File: config.mk
export PLATFORM = sky130hd
export DESIGN_NAME = tod_alarm_unit
export DESIGN_NICKNAME = d
export VERILOG_FILES = /design/src/rtl/tod_alarm_pkg.sv /design/src/rtl/tod_alarm_field.sv /design/src/rtl/tod_alarm_regs.sv /design/src/rtl/tod_alarm_match.sv /design/src/rtl/tod_alarm_unit.sv
export SDC_FILE = /design/constraint.sdc
export NUM_CORES = 1
export LEC_CHECK = 0
export ABC_CLOCK_PERIOD_IN_PS = 2600
export BUFFER_PORTS_ARGS = -buffer_cell sky130_fd_sc_hd__buf_2
export CAP_MARGIN = 25
export CORE_ASPECT_RATIO = 0.8
export CORE_MARGIN = 2
export CORE_UTILIZATION = 55
export DETAILED_ROUTE_END_ITERATION = 10
export PLACE_DENSITY = 0.81
export SLEW_MARGIN = 20
export SYNTH_ARGS = -nofsm -noshare
export SYNTH_HDL_FRONTEND = slang
export SYNTH_SLANG_ARGS = --single-unit
File: constraint.sdc
create_clock -name clk -period 2.6 [get_ports clk]
set_input_delay 0.13 -clock clk [delete_from_list [all_inputs] [get_ports clk]]
set_output_delay 0.13 -clock clk [all_outputs]
set_load 0.02 [all_outputs]
File: src/rtl/tod_alarm_pkg.sv
// Shared constants for the alarm comparator.
// Assumes byte-wide registers and BCD time fields.
package tod_alarm_pkg;
    localparam int unsigned BYTE_W     = 8;
    localparam int unsigned NUM_FIELDS = 4;
    // Register indices; indices 0..3 are the alarm fields in this order.
    localparam int unsigned REG_SEC  = 0;
    localparam int unsigned REG_MIN  = 1;
    localparam int unsigned REG_HOUR = 2;
    localparam int unsigned REG_DATE = 3;
    localparam int unsigned REG_IEN  = 4;

    // Repeat period picked by the mask pattern.
    typedef enum logic [2:0] {
        RATE_MONTH,
        RATE_DAY,
        RATE_HOUR,
        RATE_MIN,
        RATE_SEC
    } rate_e;
endpackage

File: src/rtl/tod_alarm_field.sv
// One alarm field register with BCD write validation.
// Assumes: the value occupies bits VAL_BITS-1:0, with the tens digit above bit 3.
// A write that passes the check stores the whole byte. A failing write is dropped.
module tod_alarm_field
    import tod_alarm_pkg::*;
#(
    parameter int unsigned      VAL_BITS   = 7,
    parameter int unsigned      MAX_VAL    = 59,
    parameter bit               ALLOW_ZERO = 1'b1,
    parameter logic [BYTE_W-1:0] RST_VAL   = '0
) (
    input  logic              clk,
    input  logic              rst_n,
    input  logic              wr_sel,
    input  logic [BYTE_W-1:0] wdata,
    output logic [BYTE_W-1:0] q
);
    localparam int unsigned TENS_W = VAL_BITS - 4;

    logic [TENS_W-1:0] tens;
    logic [3:0]        units;
    logic [6:0]        bin;
    logic              wr_ok;

    // Decode the BCD value and judge whether it is legal for this field.
    always_comb begin
        tens  = wdata[VAL_BITS-1:4];
        units = wdata[3:0];
        bin   = 7'(tens) * 7'd10 + 7'(units);
        wr_ok = (units <= 4'd9) && (bin <= 7'(MAX_VAL)) &&
                (ALLOW_ZERO || (bin != 7'd0));
    end

    // Hold the field; take only validated writes.
    always_ff @(posedge clk) begin
        if (!rst_n)              q <= RST_VAL;
        else if (wr_sel && wr_ok) q <= wdata;
    end


    field_keep_chk: assert property (@(posedge clk) disable iff (!rst_n)
        (wr_sel && !wr_ok) |=> $stable(q));

    field_store_chk: assert property (@(posedge clk) disable iff (!rst_n)
        (wr_sel && wr_ok) |=> (q == $past(wdata)));
endmodule

File: src/rtl/tod_alarm_regs.sv
// Register bank: four validated alarm fields, an enable byte, and read-back.
// Assumes field index i sits at address i. The enable byte sits at REG_IEN.
module tod_alarm_regs
    import tod_alarm_pkg::*;
#(
    parameter int unsigned ADDR_W = 3
) (
    input  logic              clk,
    input  logic              rst_n,
    input  logic [ADDR_W-1:0] reg_addr,
    input  logic              reg_wr,
    input  logic [BYTE_W-1:0] reg_wdata,
    output logic [BYTE_W-1:0] reg_rdata,
    output logic [3:0]        mask,
    output logic [6:0]        a_sec,
    output logic [6:0]        a_min,
    output logic [5:0]        a_hour,
    output logic [5:0]        a_date,
    output logic              ien_on
);
    logic [NUM_FIELDS-1:0][BYTE_W-1:0] fld_q;
    logic [BYTE_W-1:0]                 ien_q;

    for (genvar g = 0; g < NUM_FIELDS; g++) begin : g_fld
        localparam int unsigned      VB = (g < 2) ? 7 : 6;
        localparam int unsigned      MX = (g < 2) ? 59 : ((g == 2) ? 23 : 39);
        localparam bit               AZ = (g != REG_DATE);
        localparam logic [BYTE_W-1:0] RV = (g == REG_DATE) ? 8'h01 : 8'h00;
        tod_alarm_field #(
            .VAL_BITS(VB), .MAX_VAL(MX), .ALLOW_ZERO(AZ), .RST_VAL(RV)
        ) u_fld (
            .clk    (clk),
            .rst_n  (rst_n),
            .wr_sel (reg_wr && (reg_addr == ADDR_W'(g))),
            .wdata  (reg_wdata),
            .q      (fld_q[g])
        );
    end

    // Store the enable byte as written.
    always_ff @(posedge clk) begin
        if (!rst_n) ien_q <= '0;
        else if (reg_wr && (reg_addr == ADDR_W'(REG_IEN))) ien_q <= reg_wdata;
    end

    // Select the addressed register for read-back.
    always_comb begin
        reg_rdata = '0;
        for (int i = 0; i < NUM_FIELDS; i++)
            if (reg_addr == ADDR_W'(i)) reg_rdata = fld_q[i];
        if (reg_addr == ADDR_W'(REG_IEN)) reg_rdata = ien_q;
    end

    // Split the stored fields into mask bits and compare values.
    always_comb begin
        mask   = {fld_q[REG_DATE][7], fld_q[REG_HOUR][7],
                  fld_q[REG_MIN][7],  fld_q[REG_SEC][7]};
        a_sec  = fld_q[REG_SEC][6:0];
        a_min  = fld_q[REG_MIN][6:0];
        a_hour = fld_q[REG_HOUR][5:0];
        a_date = fld_q[REG_DATE][5:0];
        ien_on = ien_q[7];
    end
endmodule

File: src/rtl/tod_alarm_match.sv
// Mask decode and strobe-qualified compare.
// Assumes mask = {date, hour, min, sec}. Registers one pulse per firing strobe.
module tod_alarm_match
    import tod_alarm_pkg::*;
(
    input  logic       clk,
    input  logic       rst_n,
    input  logic [3:0] mask,
    input  logic [6:0] a_sec,
    input  logic [6:0] a_min,
    input  logic [5:0] a_hour,
    input  logic [5:0] a_date,
    input  logic       ien_on,
    input  logic [6:0] tod_sec,
    input  logic [6:0] tod_min,
    input  logic [5:0] tod_hour,
    input  logic [5:0] tod_date,
    input  logic       tod_tick,
    output logic       irq
);
    rate_e rate;
    logic  hit;

    // Map the thermometer mask pattern to a repeat period.
    always_comb begin
        unique case (mask)
            4'b0000: rate = RATE_MONTH;
            4'b1000: rate = RATE_DAY;
            4'b1100: rate = RATE_HOUR;
            4'b1110: rate = RATE_MIN;
            default: rate = RATE_SEC;
        endcase
    end

    // Compare only the fields the period leaves unmasked.
    always_comb begin
        hit = 1'b1;
        if (rate != RATE_SEC && a_sec != tod_sec) hit = 1'b0;
        if ((rate == RATE_MONTH || rate == RATE_DAY || rate == RATE_HOUR) &&
            a_min != tod_min) hit = 1'b0;
        if ((rate == RATE_MONTH || rate == RATE_DAY) && a_hour != tod_hour) hit = 1'b0;
        if (rate == RATE_MONTH && a_date != tod_date) hit = 1'b0;
    end

    // Issue a one-cycle pulse for an enabled hit on the strobe.
    always_ff @(posedge clk) begin
        if (!rst_n) irq <= 1'b0;
        else        irq <= tod_tick && hit && ien_on;
    end


    irq_needs_tick_chk: assert property (@(posedge clk) disable iff (!rst_n)
        irq |-> $past(tod_tick));

    irq_gated_chk: assert property (@(posedge clk) disable iff (!rst_n)
        irq |-> $past(ien_on));

    every_sec_fire_chk: assert property (@(posedge clk) disable iff (!rst_n)
        (tod_tick && ien_on && mask == 4'b1111) |=> irq);
endmodule

File: src/rtl/tod_alarm_unit.sv
// Top: maskable repeating alarm comparator.
// Assumes the time inputs are stable and legal BCD while tod_tick is high.
module tod_alarm_unit
    import tod_alarm_pkg::*;
#(
    parameter int unsigned ADDR_W = 3
) (
    input  logic              clk,
    input  logic              rst_n,
    input  logic [ADDR_W-1:0] reg_addr,
    input  logic              reg_wr,
    input  logic [7:0]        reg_wdata,
    output logic [7:0]        reg_rdata,
    input  logic [6:0]        tod_sec,
    input  logic [6:0]        tod_min,
    input  logic [5:0]        tod_hour,
    input  logic [5:0]        tod_date,
    input  logic              tod_tick,
    output logic              alarm_irq
);
    logic [3:0] mask;
    logic [6:0] a_sec, a_min;
    logic [5:0] a_hour, a_date;
    logic       ien_on;

    tod_alarm_regs #(.ADDR_W(ADDR_W)) u_regs (
        .clk       (clk),
        .rst_n     (rst_n),
        .reg_addr  (reg_addr),
        .reg_wr    (reg_wr),
        .reg_wdata (reg_wdata),
        .reg_rdata (reg_rdata),
        .mask      (mask),
        .a_sec     (a_sec),
        .a_min     (a_min),
        .a_hour    (a_hour),
        .a_date    (a_date),
        .ien_on    (ien_on)
    );

    tod_alarm_match u_match (
        .clk      (clk),
        .rst_n    (rst_n),
        .mask     (mask),
        .a_sec    (a_sec),
        .a_min    (a_min),
        .a_hour   (a_hour),
        .a_date   (a_date),
        .ien_on   (ien_on),
        .tod_sec  (tod_sec),
        .tod_min  (tod_min),
        .tod_hour (tod_hour),
        .tod_date (tod_date),
        .tod_tick (tod_tick),
        .irq      (alarm_irq)
    );
endmodule

; ---- After elaboration in Yosys (flattened, before gate mapping)
; Cells that the tools add are included.
; Widths: inputs -> output; s select.
[totals]
regBits = 41
latchBits = 0
mem_bits_rw = 0
mem_bits_ro = 0
input_bits = 41
output_inout_bits = 9
word_cells = 63
n_memories = 0
[classes]
addsub = 2
multipliers = 2
div_mod_pow = 0
n_lt_le_gt_ge = 4
n_eq_ne = 14
n_shift = 0
mux = 10
bitwise_logic = 0
n_reduce_logical = 25
[ops]
columns = cell, count
row1 = $mux 8, 5
row2 = $logic_and 1x1->1, 19
row3 = $le 7x6->1 const B, 2
row4 = $ne 7x7->1, 2
row5 = $eq 4x4->1 const B, 3
row6 = $ne 6x6->1, 2
row7 = $pmux 3 s4, 1
row8 = $eq 3x2->1 const B, 3
row9 = $add 6x4->7, 1
row10 = $add 7x4->7, 1
row11 = $le 7x5->1 const B, 1
row12 = $reduce_bool 7->1, 1
row13 = $eq 3x1->1 const B, 2
row14 = $logic_not 3->1, 2
row15 = $mul 3x3->6 const B, 1
row16 = $mul 2x3->5 const B, 1
row17 = $le 4x4->1 const B, 1
row18 = $logic_not 4->1, 1
row19 = $mux 1, 4
row20 = $eq 3x3->1 const B, 1
row21 = $ne 3x3->1 const B, 1
row22 = $logic_or 1x1->1, 2

; ---- Depth between registers and ports, before layout
; Gate-level depths: netlist of run 1.
[depth]
word_depth = 11
ltp_mapped = 8
depth_no_buf = 7

; ---- Modules after synthesis
; A second synthesis of run 1 with hierarchy kept.
[unflattened]
hier_cells = 329
area_unflattened_um2 = 2976.6
[modules_own_cells]
columns = mod, instances, cells_per_inst, area_each_um2
row1 = tod_alarm_regs, 1, 75, 698.2
row2 = tod_alarm_field at u_regs.g_fld[1].u_fld, 1, 56, 506.7
row3 = tod_alarm_field at u_regs.g_fld[0].u_fld, 1, 56, 501.7
row4 = tod_alarm_field at u_regs.g_fld[3].u_fld, 1, 48, 464.2
row5 = tod_alarm_field at u_regs.g_fld[2].u_fld, 1, 50, 450.4
row6 = tod_alarm_match, 1, 44, 355.3

; ---- Least setup slack after synthesis of run 1
; OpenSTA, ideal clock, no wires.
[synth_path]
path_kind = input-to-reg
start = input reg_wdata[1]
end = register u_regs.g_fld[3].u_fld.q[5]
setup_time_ns = 0.115
arrival_ns = 2.021
setup_slack_ns = 0.464
path_stages = 6
cell_sequence = ha_1 fa_1 or4_4 a2111oi_4 a211oi_4 o21a_1
[synth_via]
elab_chain_len = 5
elab_cells_between_ends = 7
cone_classes = add/sub: 1 / order compare: 2 / reduce/logical: 4
[synth_rtl]
columns = item, line_no
row1 = start: declaration, tod_alarm_unit.sv:12  ; input logic [7:0] reg_wdata,
row2 = $add 6x4->7, tod_alarm_field.sv:29  ; bin = 7'(tens) * 7'd10 + 7'(units);
row3 = $le 7x6->1, tod_alarm_field.sv:30  ; wr_ok = (units <= 4'd9) && (bin <= 7'(MAX_VAL)) &&
row4 = $logic_and 1x1->1, tod_alarm_field.sv:30
row5 = $logic_and 1x1->1 *, tod_alarm_field.sv:30
row6 = $logic_and 1x1->1 *, tod_alarm_field.sv:37  ; else if (wr_sel && wr_ok) q <= wdata;
row7 = end signal: assignment, tod_alarm_field.sv:37
row8 = end: declaration, tod_alarm_field.sv:16  ; output logic [BYTE_W-1:0] q
; Every way passes the cells marked *; elsewhere a longest branch is shown, timed or not.
; A chain may end at the register's enable or synchronous reset.

; ---- Final worst setup path of run 1
[layout_path]
start = input reg_wdata[4]
end = register u_regs.g_fld[3].u_fld.q[5]
[layout_via]
elab_chain_len = 6
elab_cells_between_ends = 7
cone_classes = add/sub: 1 / mul: 1 / order compare: 1 / reduce/logical: 4
[layout_rtl]
columns = item, line_no
row1 = $mul 2x3->5 *, tod_alarm_field.sv:29
row2 = $add 6x4->7 *, tod_alarm_field.sv:29
row3 = $le 7x6->1, tod_alarm_field.sv:30
row4 = $logic_and 1x1->1, tod_alarm_field.sv:30
row5 = $logic_and 1x1->1 *, tod_alarm_field.sv:30
row6 = $logic_and 1x1->1 *, tod_alarm_field.sv:37
; Marked as above.

==> run_results.csv, run 1 <==
group,metric,value,unit
finish,layout-area-overhead-vs-synth,13.4,%
floorplanning,initial_core_utilization,0.559,
placed_design,place.port_buffers,49,
clock_network,cts_setup_buffers,0,
timing,finClkSkew,0.00291,ns
floorplanning,die_y,64.6,um
clock_network,clk-insertion-delay-late,0.29,ns
global_route,largest_net_degree_at_the_start_of_global_routing,50,
worst_setup_path,timing.critical_path.buf_inv,1,
global_route,globalRouteTotalUtil,0.251,
yosys,post_synth_edffs,0,
worst_setup_path,worstSetupPathType,"input pin to flip-flop",
yosys,synth_area,0.00252,mm2
job,maxcap_violations,0,
global_route,globalRoute.totalOverflow,0,
power,pwr_density_cell,451,mW/mm2
worst_setup_path,critical_path_cell_count,7,
yosys,syn_area_per_cell,9.28,um2
worst_setup_path,arrival_time_at_the_worst_endpoint,2.25,ns
timing,final-hold-violation-count,0,
clock_network,htree_levels,2,
yosys,yosys_most_used_dff,"sky130_fd_sc_hd__dfxtp_1",
yosys,yosysWarningCount,0,
worst_setup_path,depth_of_the_worst_register_to_register_path,5,
yosys,synth_largest_type_area_fraction,0.325,
worst_setup_path,timing.critical_path.slowest_stage_cell,"sky130_fd_sc_hd__or4_4",
timing,max_slew_margin,0.649,
routing,drt-wirelength-per-cell,16.1,um
hold_path,min_delay_path_depth,3,
yosys,number_of_flip_flops_and_latches_in_the_synthesized_netlist,41,
worst_setup_path,crit_chain,"buf_2 > ha_1 > fa_1 > or4_4 > a2111oi_4 > a211oi_4 > o21a_1",
yosys,postSynthNetCount,321,
worst_setup_path,crit_required,2.79,ns
global_route,first_global_vias,1972,
hold_path,hold_path_startpoint,"reg_wdata[7]",
placed_design,place.gp.congestion,0.894,
clock_network,tritoncts.num_buffers,5,
routing,ant_nets_after_route,0,
timing,rsz0062_at_grt,"no",
floorplanning,ports,50,
clock_network,clkSlewWorstSetupHoldPaths,0.07,ns
global_route,grt_antenna_before_repair,0,
power,vdd.ir_drop.worst,0.289,mV
worst_setup_path,worst_setup_path_start_kind,"input pin",
floorplanning,core_area,0.00451,mm2
finish,antenna_cells,0,
clock_network,clock_tree_from_tritoncts,"built",
power,totalPowerFinal,1.29,mW
yosys,async_sr_flop_fraction,0,
floorplanning,overall_die_area,0.00515,mm2
routing,first_iter_violations,187,
clock_network,ctsHoldBuffers,0,
global_route,global_route_wire_length_before_repair,9820,um
worst_setup_path,crit_fanout,8,
placed_design,dp_hpwl,4560,um
clock_network,cts.repair.resized,0,
routing,vias_after_detailed_routing,2135,
worst_setup_path,cpLargestDelayFamily,"compound AO/OA/AOI/OAI gates",
worst_setup_path,r2r-start,"u_regs.g_fld[2].u_fld.q[2]",
status,run_status,"finished clean",
worst_setup_path,setup.worst_path.end_class,"flip-flop",
yosys,synth.top_cells.by_area,"sky130_fd_sc_hd__dfxtp_1 (33%), sky130_fd_sc_hd__mux2i_1 (13%), sky130_fd_sc_hd__nand2_1 (8.5%), sky130_fd_sc_hd__xor2_1 (6.2%), sky130_fd_sc_hd__mux4_2 (5.4%)",
yosys,synth_largest_area_cell,"sky130_fd_sc_hd__dfxtp_1",
timing,slew_violations,0,
worst_setup_path,crit_path_max_incr_delay,0.51,ns
finish,drive_gt1_frac,0.230,
yosys,post_synth_inst_count,272,
power,power.leakage,1.17,nW
routing,drt_wl_total,6070,um
timing,period_minus_slack,2.06,ns
clock_network,cts.path.max_buffers,2,
floorplanning,num_rows,22,
timing,max_slew.worst_pin.slew,0.524,ns
routing,drcViolationCount,0,
hold_path,min_path_type,"input pin to flip-flop",
routing,vias_per_cell,5.65,
yosys,synth_cell_types,44,
clock_network,clock-root-buffer,"sky130_fd_sc_hd__clkbuf_8",
floorplanning,fp.dieW,79.8,um
yosys,synth.yosys.seq_area_share,0.325,
timing,total_of_endpoints_with_negative_setup_slack_in_the_final_report,0,
timing,fmax,0.486,GHz
timing,fin_tns_setup,0,ns
finish,finish.net_count,367,
timing,post_route_clock_period_utilization,0.792,
clock_network,clock-sinks,41,
routing,drt_pre_antenna_iters,5,
worst_setup_path,timing.critical_path.from,"reg_wdata[4]",
[report_power, final]
| group | switching (mW) | internal, mW | leakage (nW) |
|---|---|---|---|
| combinational | 0.129 | 0.0938 | 0.797 |
| sequential | 0.00919 | 0.638 | 0.331 |
| clock | 0.212 | 0.211 | 0.0443 |
| total | 0.350 | 0.942 | 1.17 |
[logic make-up (layout without fill, tap and decap cells)]
kind of cell               count (synthesis)  after routing  share of synthesized area
adders and majority gates                  8              8                     0.0426
AOI/OAI and AO/OA                         43             43                      0.138
xor gates and xnor gates                  27             27                     0.0937
muxes                                     39             39                      0.184
and+or+nand+nor                           95             95                      0.172
buffers and inverters                     19             65                     0.0446
DFF                                       41             41                      0.325
[cells in the mapped netlist (all sizes together), types with 5 or more instances]
library cell and instances:
ha 7, dfxtp 41, nor2 7, xnor2 9, o21ai 10, inv 6
nand2 57, mux2i 33, a21boi 8, nand3 11, a21oi 5, clkbuf 12
xor2 18, mux4 6
[metal layers]
layer	track usage	share of wire	vias up
met4	0.0890	0.016	0
met2	0.382	0.45	93
met5	0	0	-
met1	0.355	0.45	982
met3	0.0487	0.076	11
li1	-	-	1049
[area by class of cell]
class                      instances  area, um2
timing repair buffer              52        268
tap                               60       75.1
inverter                           6       22.5
fill                             409       1650
clock buffer                       7       86.3
sequential                        41        821
multi-input combinational        212       1590
[worst min-delay path, delay by kind of cell]
kind | cells | cell delay (ns)
buffers and inverters | 1 | 0.11
AOI/OAI and AO/OA | 1 | 0.06
and+or+nand+nor | 1 | 0.05
[cells in the final DEF (no fill, tap or decap), types with 2 or more instances in the layout]
| cell type | count |
|---|---|
| sky130_fd_sc_hd__a22oi_1 | 2 |
| sky130_fd_sc_hd__inv_1 | 6 |
| sky130_fd_sc_hd__xor2_1 | 18 |
| sky130_fd_sc_hd__nor2_1 | 7 |
| sky130_fd_sc_hd__nor2b_1 | 4 |
| sky130_fd_sc_hd__nand3_1 | 11 |
| sky130_fd_sc_hd__o21ai_0 | 9 |
| sky130_fd_sc_hd__a21oi_1 | 3 |
| sky130_fd_sc_hd__nor3_1 | 2 |
| sky130_fd_sc_hd__o21a_1 | 2 |
| sky130_fd_sc_hd__nand4_1 | 2 |
| sky130_fd_sc_hd__a21o_1 | 2 |
| sky130_fd_sc_hd__a31oi_1 | 3 |
| sky130_fd_sc_hd__dfxtp_1 | 41 |
| sky130_fd_sc_hd__ha_1 | 7 |
| sky130_fd_sc_hd__clkbuf_8 | 6 |
| sky130_fd_sc_hd__buf_2 | 49 |
| sky130_fd_sc_hd__nand2_1 | 57 |
| sky130_fd_sc_hd__a21oi_4 | 2 |
| sky130_fd_sc_hd__mux2i_1 | 33 |
| sky130_fd_sc_hd__mux4_2 | 6 |
| sky130_fd_sc_hd__and3_1 | 2 |
| sky130_fd_sc_hd__xnor2_1 | 9 |
| sky130_fd_sc_hd__buf_4 | 3 |
| sky130_fd_sc_hd__nor4_1 | 4 |
| sky130_fd_sc_hd__a21boi_0 | 8 |
| sky130_fd_sc_hd__o22ai_1 | 2 |
[path summary, 6_finish.rpt]
kind | slack, ns | end
setup reg to reg | 1.03 | u_match.irq
setup / recovery | 0.54 | u_regs.g_fld[3].u_fld.q[5]
hold reg to reg | 0.47 | u_regs.ien_q[0]
hold / removal | 0.09 | u_regs.ien_q[7]
[metrics by stage]
step                      hold WS (ns)  area [um2]  setup slack (ns)  std cells   util
after floorplan                  0.275        2520             0.464        272      -
final                           0.0936        2860             0.542        378  0.634
after global placement           0.404        2780             0.276        371  0.615
after global routing            0.0868        2860             0.409        378  0.634
after CTS                       0.0863        2860             0.557        378  0.634
after detailed placement         0.403        2780             0.246        371  0.615
[registers in the layout, summed over array words and instances, names as in the netlist]
name,flops
u_match.irq,1
u_regs.ien_q,8
u_regs.g_fld.u_fld.q,32
Note: power is estimated with default switching activity, not from simulation.
==> run 2: changes to the inputs <==
ABC_CLOCK_PERIOD_IN_PS = 2000   (was 2600)
clock period = 2 ns   (was 2.6 ns; I/O delays follow)
==> run_results.csv, run 2 (same netlist as run 1, synthesis figures left out) <==
group,metric,value,unit
status,run_status,"finished clean",
worst_setup_path,crit_required,2.20,ns
power,comb_power_share,0.192,
routing,drt_wl_total,6670,um
routing,drt_pre_antenna_iters,5,
worst_setup_path,crit_fanout,8,
power,power.share.clock,0.315,
global_route,globalRouteTotalUtil,0.275,
clock_network,clkSlewWorstSetupHoldPaths,0.08,ns
finish,final_core_utilization,0.668,
clock_network,clk-insertion-delay-late,0.30,ns
worst_setup_path,crit_path_max_incr_delay,0.53,ns
hold_path,min_path_type,"input pin to flip-flop",
floorplanning,fp.dieW,79.8,um
power,vdd.ir_drop.worst,0.307,mV
finish,registers.top_by_ff_count,"u_regs.g_fld.u_fld.q",
timing,total_of_endpoints_with_negative_setup_slack_in_the_final_report,0,
worst_setup_path,timing.critical_path.buf_inv,1,
finish,most_frequent_cells_in_the_layout,"sky130_fd_sc_hd__nand2_1 (57), sky130_fd_sc_hd__buf_2 (49), sky130_fd_sc_hd__dfxtp_1 (41)",
finish,largest_reg_flops,32,
finish,layout.cells.most_common,"sky130_fd_sc_hd__nand2_1",
clock_network,clock-root-buffer,"sky130_fd_sc_hd__clkbuf_8",
clock_network,htree_levels,2,
timing,finClkSkew,0.00505,ns
finish,final_design_area_no_fill,0.00301,mm2
worst_setup_path,setup.worst_path.end_class,"flip-flop",
finish,drive_gt1_frac,0.271,
worst_setup_path,worst_setup_path_start_kind,"input pin",
floorplanning,num_rows,22,
global_route,global_route_wire_length_before_repair,10700,um
floorplanning,die_y,64.6,um
global_route,largest_net_degree_at_the_start_of_global_routing,50,
floorplanning,ports,50,
routing,drcViolationCount,0,
finish,finish.net_count,380,
clock_network,tritoncts.num_buffers,5,
job,maxcap_violations,0,
power,switching_share,0.288,
finish,finished_layout_cells,392,
clock_network,cts.path.max_buffers,2,
timing,max_slew_margin,0.631,
finish,antenna_cells,0,
worst_setup_path,worstSetupPathType,"input pin to flip-flop",
global_route,grt_antenna_before_repair,0,
floorplanning,initial_core_utilization,0.559,
clock_network,clock-sinks,41,
placed_design,place.port_buffers,49,
worst_setup_path,crit_chain,"buf_2 > ha_4 > fa_2 > or4_4 > a2111oi_4 > a211oi_4 > o21a_1",
placed_design,dp_hpwl,5110,um
routing,ant_nets_after_route,0,
timing,slew_violations,0,
worst_setup_path,timing.critical_path.slowest_stage_cell,"sky130_fd_sc_hd__or4_4",
timing,rsz0062_at_grt,"no",
power,net-switching-power,492,uW
timing,period_minus_slack,1.92,ns
worst_setup_path,cpLargestDelayFamily,"compound AO/OA/AOI/OAI gates",
global_route,globalRoute.totalOverflow,0,
power,pwr_density_cell,567,mW/mm2
placed_design,dp.cells,384,
clock_network,clock_tree_from_tritoncts,"built",
floorplanning,core_area,0.00451,mm2
power,power.leakage,1.25,nW
routing,first_iter_violations,185,
finish,layout-area-overhead-vs-synth,19.4,%
routing,vias_per_cell,5.78,
timing,final-hold-violation-count,0,
worst_setup_path,arrival_time_at_the_worst_endpoint,2.12,ns
timing,max_slew.worst_pin.slew,0.551,ns
routing,vias_after_detailed_routing,2265,
power,power_frac_seq,0.492,
global_route,first_global_vias,2214,
placed_design,dpl_cell_area,0.00293,mm2
timing,fin_tns_setup,0,ns
power,internal_power,1.22,mW
timing,post_route_clock_period_utilization,0.959,
clock_network,cts_setup_buffers,0,
finish,reg.largest.list,"u_regs.g_fld.u_fld.q x32, u_regs.ien_q x8, u_match.irq x1",
routing,drt-wirelength-per-cell,17.0,um
timing,fmax,0.521,GHz
placed_design,place.gp.congestion,0.932,
floorplanning,overall_die_area,0.00515,mm2
[run 2: changes by cell type in the layout (fill, tap and decap cells not counted)]
cell / delta
sky130_fd_sc_hd__ha_4: +1
sky130_fd_sc_hd__clkinv_2: +2
sky130_fd_sc_hd__fa_2: +1
sky130_fd_sc_hd__buf_12: +3
sky130_fd_sc_hd__buf_4: +10
sky130_fd_sc_hd__ha_1: -1
sky130_fd_sc_hd__fa_1: -1
sky130_fd_sc_hd__clkbuf_8: -1
sky130_fd_sc_hd__clkbuf_1: -1
sky130_fd_sc_hd__clkinvlp_4: +1
[run 2: layer usage]
layer / routed length, um / vias up / global-route usage
met4: 149 / 0 / 0.102
met1: 2970 / 1075 / 0.362
met3: 441 / 16 / 0.0557
met5: 0 / - / 0
li1: - / 1077 / -
met2: 3110 / 97 / 0.446
[run 2: cell type report]
| type | instances | area (um2) |
|---|---|---|
| well taps | 60 | 75.1 |
| flip-flops and latches | 41 | 821 |
| inverters | 6 | 22.5 |
| repair buffers | 65 | 403 |
| clock inverters | 3 | 17.5 |
| multi-input cells | 212 | 1610 |
| clock buffers | 5 | 68.8 |
| fillers | 389 | 1500 |
[run 2: power groups by stage]
stage / clock network [mW] / registers, mW / logic (mW)
2_1_floorplan: 0 / 0.856 / 0.201
3_3_place_gp: 0 / 0.859 / 0.313
3_5_place_dp: 0 / 0.860 / 0.323
4_1_cts: 0.551 / 0.841 / 0.325
5_1_grt: 0.576 / 0.842 / 0.354
6_report: 0.539 / 0.841 / 0.329
[run 2: path summary, 6_finish.rpt]
kind,from,slack [ns],endpoint,depth (start not counted)
hold / removal,reg_wdata[7],0.09,u_regs.ien_q[7],3
setup reg to reg,u_regs.g_fld[2].u_fld.q[2],0.50,u_match.irq,5
setup / recovery,reg_wdata[1],0.08,u_regs.g_fld[3].u_fld.q[5],7
hold reg to reg,u_regs.ien_q[4],0.47,u_regs.ien_q[4],2
[run 2: metrics by stage]
stage	hold slack [ns]	power [mW]	worst slack, ns
after CTS	0.0797	1.72	0.0478
after global routing	0.107	1.77	0.0164
after floorplan	0.245	1.06	-0.0377
after detailed placement	0.398	1.18	-0.270
final	0.0850	1.71	0.0817
after global placement	0.375	1.17	-0.203
[run 2: worst register-to-register path, cell delays in order, from the launching register on]
cell,delay [ns]
sky130_fd_sc_hd__dfxtp_1,0.35
sky130_fd_sc_hd__xor2_1,0.17
sky130_fd_sc_hd__nor4_1,0.47
sky130_fd_sc_hd__nand3_1,0.13
sky130_fd_sc_hd__o21a_1,0.20
sky130_fd_sc_hd__o21bai_1,0.12
[run 2: what timing repair did]
item,4_1_cts,5_1_grt
hold buffers,0,0
endpoints found under the hold margin,0,0
gates resized for setup,0,1
endpoints found under the setup margin,0,12
==> run 3: changes to the inputs <==
CORE_UTILIZATION = 57   (was 55)
PLACE_DENSITY = 0.82   (was 0.81)
SYNTH_HIERARCHICAL = 1   (was unset)
==> run_results.csv, run 3 <==
group,metric,value,unit
yosys,yosysWarningCount,6,
clock_network,ctsHoldBuffers,0,
power,switching_share,0.287,
clock_network,htree_levels,2,
yosys,synth_cell_types,47,
timing,post_route_clock_period_utilization,0.939,
floorplanning,ports,50,
global_route,first_global_vias,2370,
power,totalPowerFinal,1.78,mW
power,power.leakage,1.53,nW
power,internal_power,1.27,mW
hold_path,worstHoldEndpoint,"u_regs/g_fld[1].u_fld/q[7]",
yosys,postSynthNetCount,392,
yosys,synth_largest_type_area_fraction,0.276,
yosys,synth_area,0.00298,mm2
yosys,post_synth_inst_count,329,
clock_network,clkSlewWorstSetupHoldPaths,0.08,ns
worst_setup_path,arrival_time_at_the_worst_endpoint,2.09,ns
global_route,grt_antenna_before_repair,0,
worst_setup_path,worst_setup_path_start_kind,"input pin",
routing,drcViolationCount,0,
timing,rsz0062_at_grt,"no",
clock_network,clock_tree_from_tritoncts,"built",
clock_network,clock-root-buffer,"sky130_fd_sc_hd__clkbuf_8",
yosys,yosys_most_used_dff,"sky130_fd_sc_hd__dfxtp_1",
hold_path,min_delay_path_depth,3,
placed_design,dpl_cell_area,0.00339,mm2
global_route,global_route_wire_length_before_repair,11300,um
timing,fin_tns_setup,0,ns
finish,final_design_area_no_fill,0.00349,mm2
clock_network,clock-sinks,41,
finish,final_core_utilization,0.697,
timing,postLayoutSetupSlackWorst,0.122,ns
power,power.share.clock,0.294,
clock_network,cts_setup_buffers,0,
yosys,post-synth-top-count-cell,"sky130_fd_sc_hd__nand2_1",
worst_setup_path,timing.critical_path.slowest_stage_cell,"sky130_fd_sc_hd__a221o_1",
yosys,ys_top_cells_by_count,"sky130_fd_sc_hd__nand2_1 (67), sky130_fd_sc_hd__mux2i_1 (50), sky130_fd_sc_hd__dfxtp_1 (41), sky130_fd_sc_hd__xor2_1 (21), sky130_fd_sc_hd__ha_1 (18)",
placed_design,place.port_buffers,49,
routing,drt-wirelength-per-cell,16.4,um
worst_setup_path,worstSetupPathType,"input pin to flip-flop",
routing,vias_after_detailed_routing,2617,
placed_design,preCtsSetupSlack,-0.209,ns
placed_design,dp_hpwl,5650,um
timing,slew_violations,0,
finish,antenna_cells,0,
finish,reg.largest.list,"u_regs/g_fld.u_fld/q x32, u_regs/ien_q x8, u_match/irq x1",
worst_setup_path,depth_of_the_worst_register_to_register_path,4,
finish,most_frequent_cells_in_the_layout,"sky130_fd_sc_hd__nand2_1 (67), sky130_fd_sc_hd__mux2i_1 (50), sky130_fd_sc_hd__buf_2 (49)",
routing,drt_pre_antenna_iters,8,
timing,hold_slack,0.112,ns
timing,period_minus_slack,1.88,ns
worst_setup_path,setup.worst_path.end_class,"flip-flop",
routing,first_iter_violations,226,
finish,fillerInstances,398,
floorplanning,overall_die_area,0.00582,mm2
timing,final-hold-violation-count,0,
yosys,syn_area_per_cell,9.05,um2
hold_path,min_path_type,"input pin to flip-flop",
yosys,number_of_flip_flops_and_latches_in_the_synthesized_netlist,41,
floorplanning,die_y,68.6,um
power,net-switching-power,509,uW
finish,finish.net_count,456,
routing,drt_wl_total,7470,um
global_route,largest_net_degree_at_the_start_of_global_routing,73,
power,comb_power_share,0.233,
routing,vias_per_cell,5.74,
timing,max_slew.worst_pin.slew,0.640,ns
floorplanning,core_area,0.00501,mm2
yosys,synth_largest_area_cell,"sky130_fd_sc_hd__dfxtp_1",
yosys,async_sr_flop_fraction,0,
clock_network,tritoncts.num_buffers,5,
finish,drive_gt1_frac,0.231,
timing,total_of_endpoints_with_negative_setup_slack_in_the_final_report,0,
worst_setup_path,crit_path_max_incr_delay,0.46,ns
hold_path,hold_path_startpoint,"reg_wdata[7]",
floorplanning,num_rows,23,
floorplanning,fp.dieW,84.8,um
timing,finClkSkew,0.00259,ns
floorplanning,initial_core_utilization,0.594,
placed_design,place.gp.congestion,0.846,
worst_setup_path,crit_chain,"buf_2 > buf_4 > ha_1 > inv_1 > fa_1 > nor2b_1 > o211ai_1 > a221o_1 > mux2i_1",
status,run_status,"finished clean",
job,maxcap_violations,0,
finish,registers.top_by_ff_count,"u_regs/g_fld.u_fld/q",
placed_design,dp.cells,447,
routing,ant_nets_after_route,0,
finish,largest_reg_flops,32,
clock_network,cts.repair.resized,0,
yosys,synth.top_cells.by_area,"sky130_fd_sc_hd__dfxtp_1 (28%), sky130_fd_sc_hd__mux2i_1 (17%), sky130_fd_sc_hd__nand2_1 (8.4%), sky130_fd_sc_hd__ha_1 (7.6%), sky130_fd_sc_hd__xor2_1 (6.2%)",
global_route,globalRoute.totalOverflow,0,
yosys,synth.yosys.seq_area_share,0.276,
finish,layout.cells.most_common,"sky130_fd_sc_hd__nand2_1",
worst_setup_path,crit_fanout,8,
power,power_frac_seq,0.474,
yosys,post_synth_edffs,0,
global_route,globalRouteTotalUtil,0.251,
power,pwr_density_cell,509,mW/mm2
worst_setup_path,crit_required,2.21,ns
worst_setup_path,regToRegEndpoint,"u_match/irq",
timing,fmax,0.533,GHz
worst_setup_path,rrSetupSlack,0.56,ns
finish,layout-area-overhead-vs-synth,17.2,%
worst_setup_path,r2r-start,"u_regs/g_fld[0].u_fld/q[4]",
timing,max_slew_margin,0.573,
clock_network,cts.path.max_buffers,2,
finish,finished_layout_cells,456,
clock_network,clk-insertion-delay-late,0.29,ns
power,vdd.ir_drop.worst,0.397,mV
## run 3: cell count changes in the layout (fill, tap and decap cells not counted), sizes merged, moves of 6 or more
cell    previous run  this run
nor2b              4        15
mux2i             33        50
nand2             57        67
ha                 7        18
a21boi             8         0
mux4               6         0
o21ai             10         4
buf               65        71
## run 3: power by group through the flow
stage / Sequential [mW] / Clock, mW / Combinational, mW
after floorplan: 0.856 / 0 / 0.253
after global placement: 0.859 / 0 / 0.390
after detailed placement: 0.860 / 0 / 0.408
after CTS: 0.841 / 0.522 / 0.409
after global routing: 0.842 / 0.543 / 0.452
final: 0.841 / 0.522 / 0.413
## run 3: area by class of cell
type,count,area (um2),share of cell area
Sequential cell,41,821,0.235
Inverter,11,41.3,0.0118
Tap cell,62,77.6,0.0222
Multi-Input combinational cell,263,2020,0.579
Timing Repair Buffer,71,448,0.128
Clock buffer,8,80.1,0.0229
## run 3: worst max path at each step
stage,start,endpoint,slack [ns],cells after the start
global route,reg_wdata[4],u_regs/g_fld[2].u_fld/q[6],0.01,9
global placement,reg_wdata[4],u_regs/g_fld[1].u_fld/q[5],-0.15,7
detailed placement,reg_wdata[4],u_regs/g_fld[1].u_fld/q[0],-0.21,8
finish,reg_wdata[4],u_regs/g_fld[2].u_fld/q[6],0.12,9
floorplan,reg_wdata[4],u_regs/g_fld[1].u_fld/q[0],0.12,6
CTS,reg_wdata[4],u_regs/g_fld[1].u_fld/q[1],0.09,8
## run 3: cells by family (layout without fill, tap and decap cells)
group	after synthesis	after routing	synth area share
AO/OA/AOI/OAI	34	34	0.0954
flip-flops	41	41	0.276
XOR/XNOR	30	30	0.0883
buffers and inverters	25	90	0.0450
adder cells (fa/ha/maj)	22	22	0.103
AND/OR/NAND/NOR	122	122	0.203
multiplexers	55	55	0.190
## run 3: metal layers
layer	vias up	wire [um]	GRT usage
li1	1282	-	-
met1	1221	3270	0.322
met2	104	3610	0.456
met3	10	518	0.0393
met4	0	76	0.0536
met5	-	0	0
## run 3: worst max-delay path: cells and delay by family
kind | cells | cell delay (ns)
AND/OR/NAND/NOR | 1 | 0.15
adder cells (fa/ha/maj) | 2 | 0.60
AO/OA/AOI/OAI | 2 | 0.62
buffers and inverters | 3 | 0.35
multiplexers | 1 | 0.27
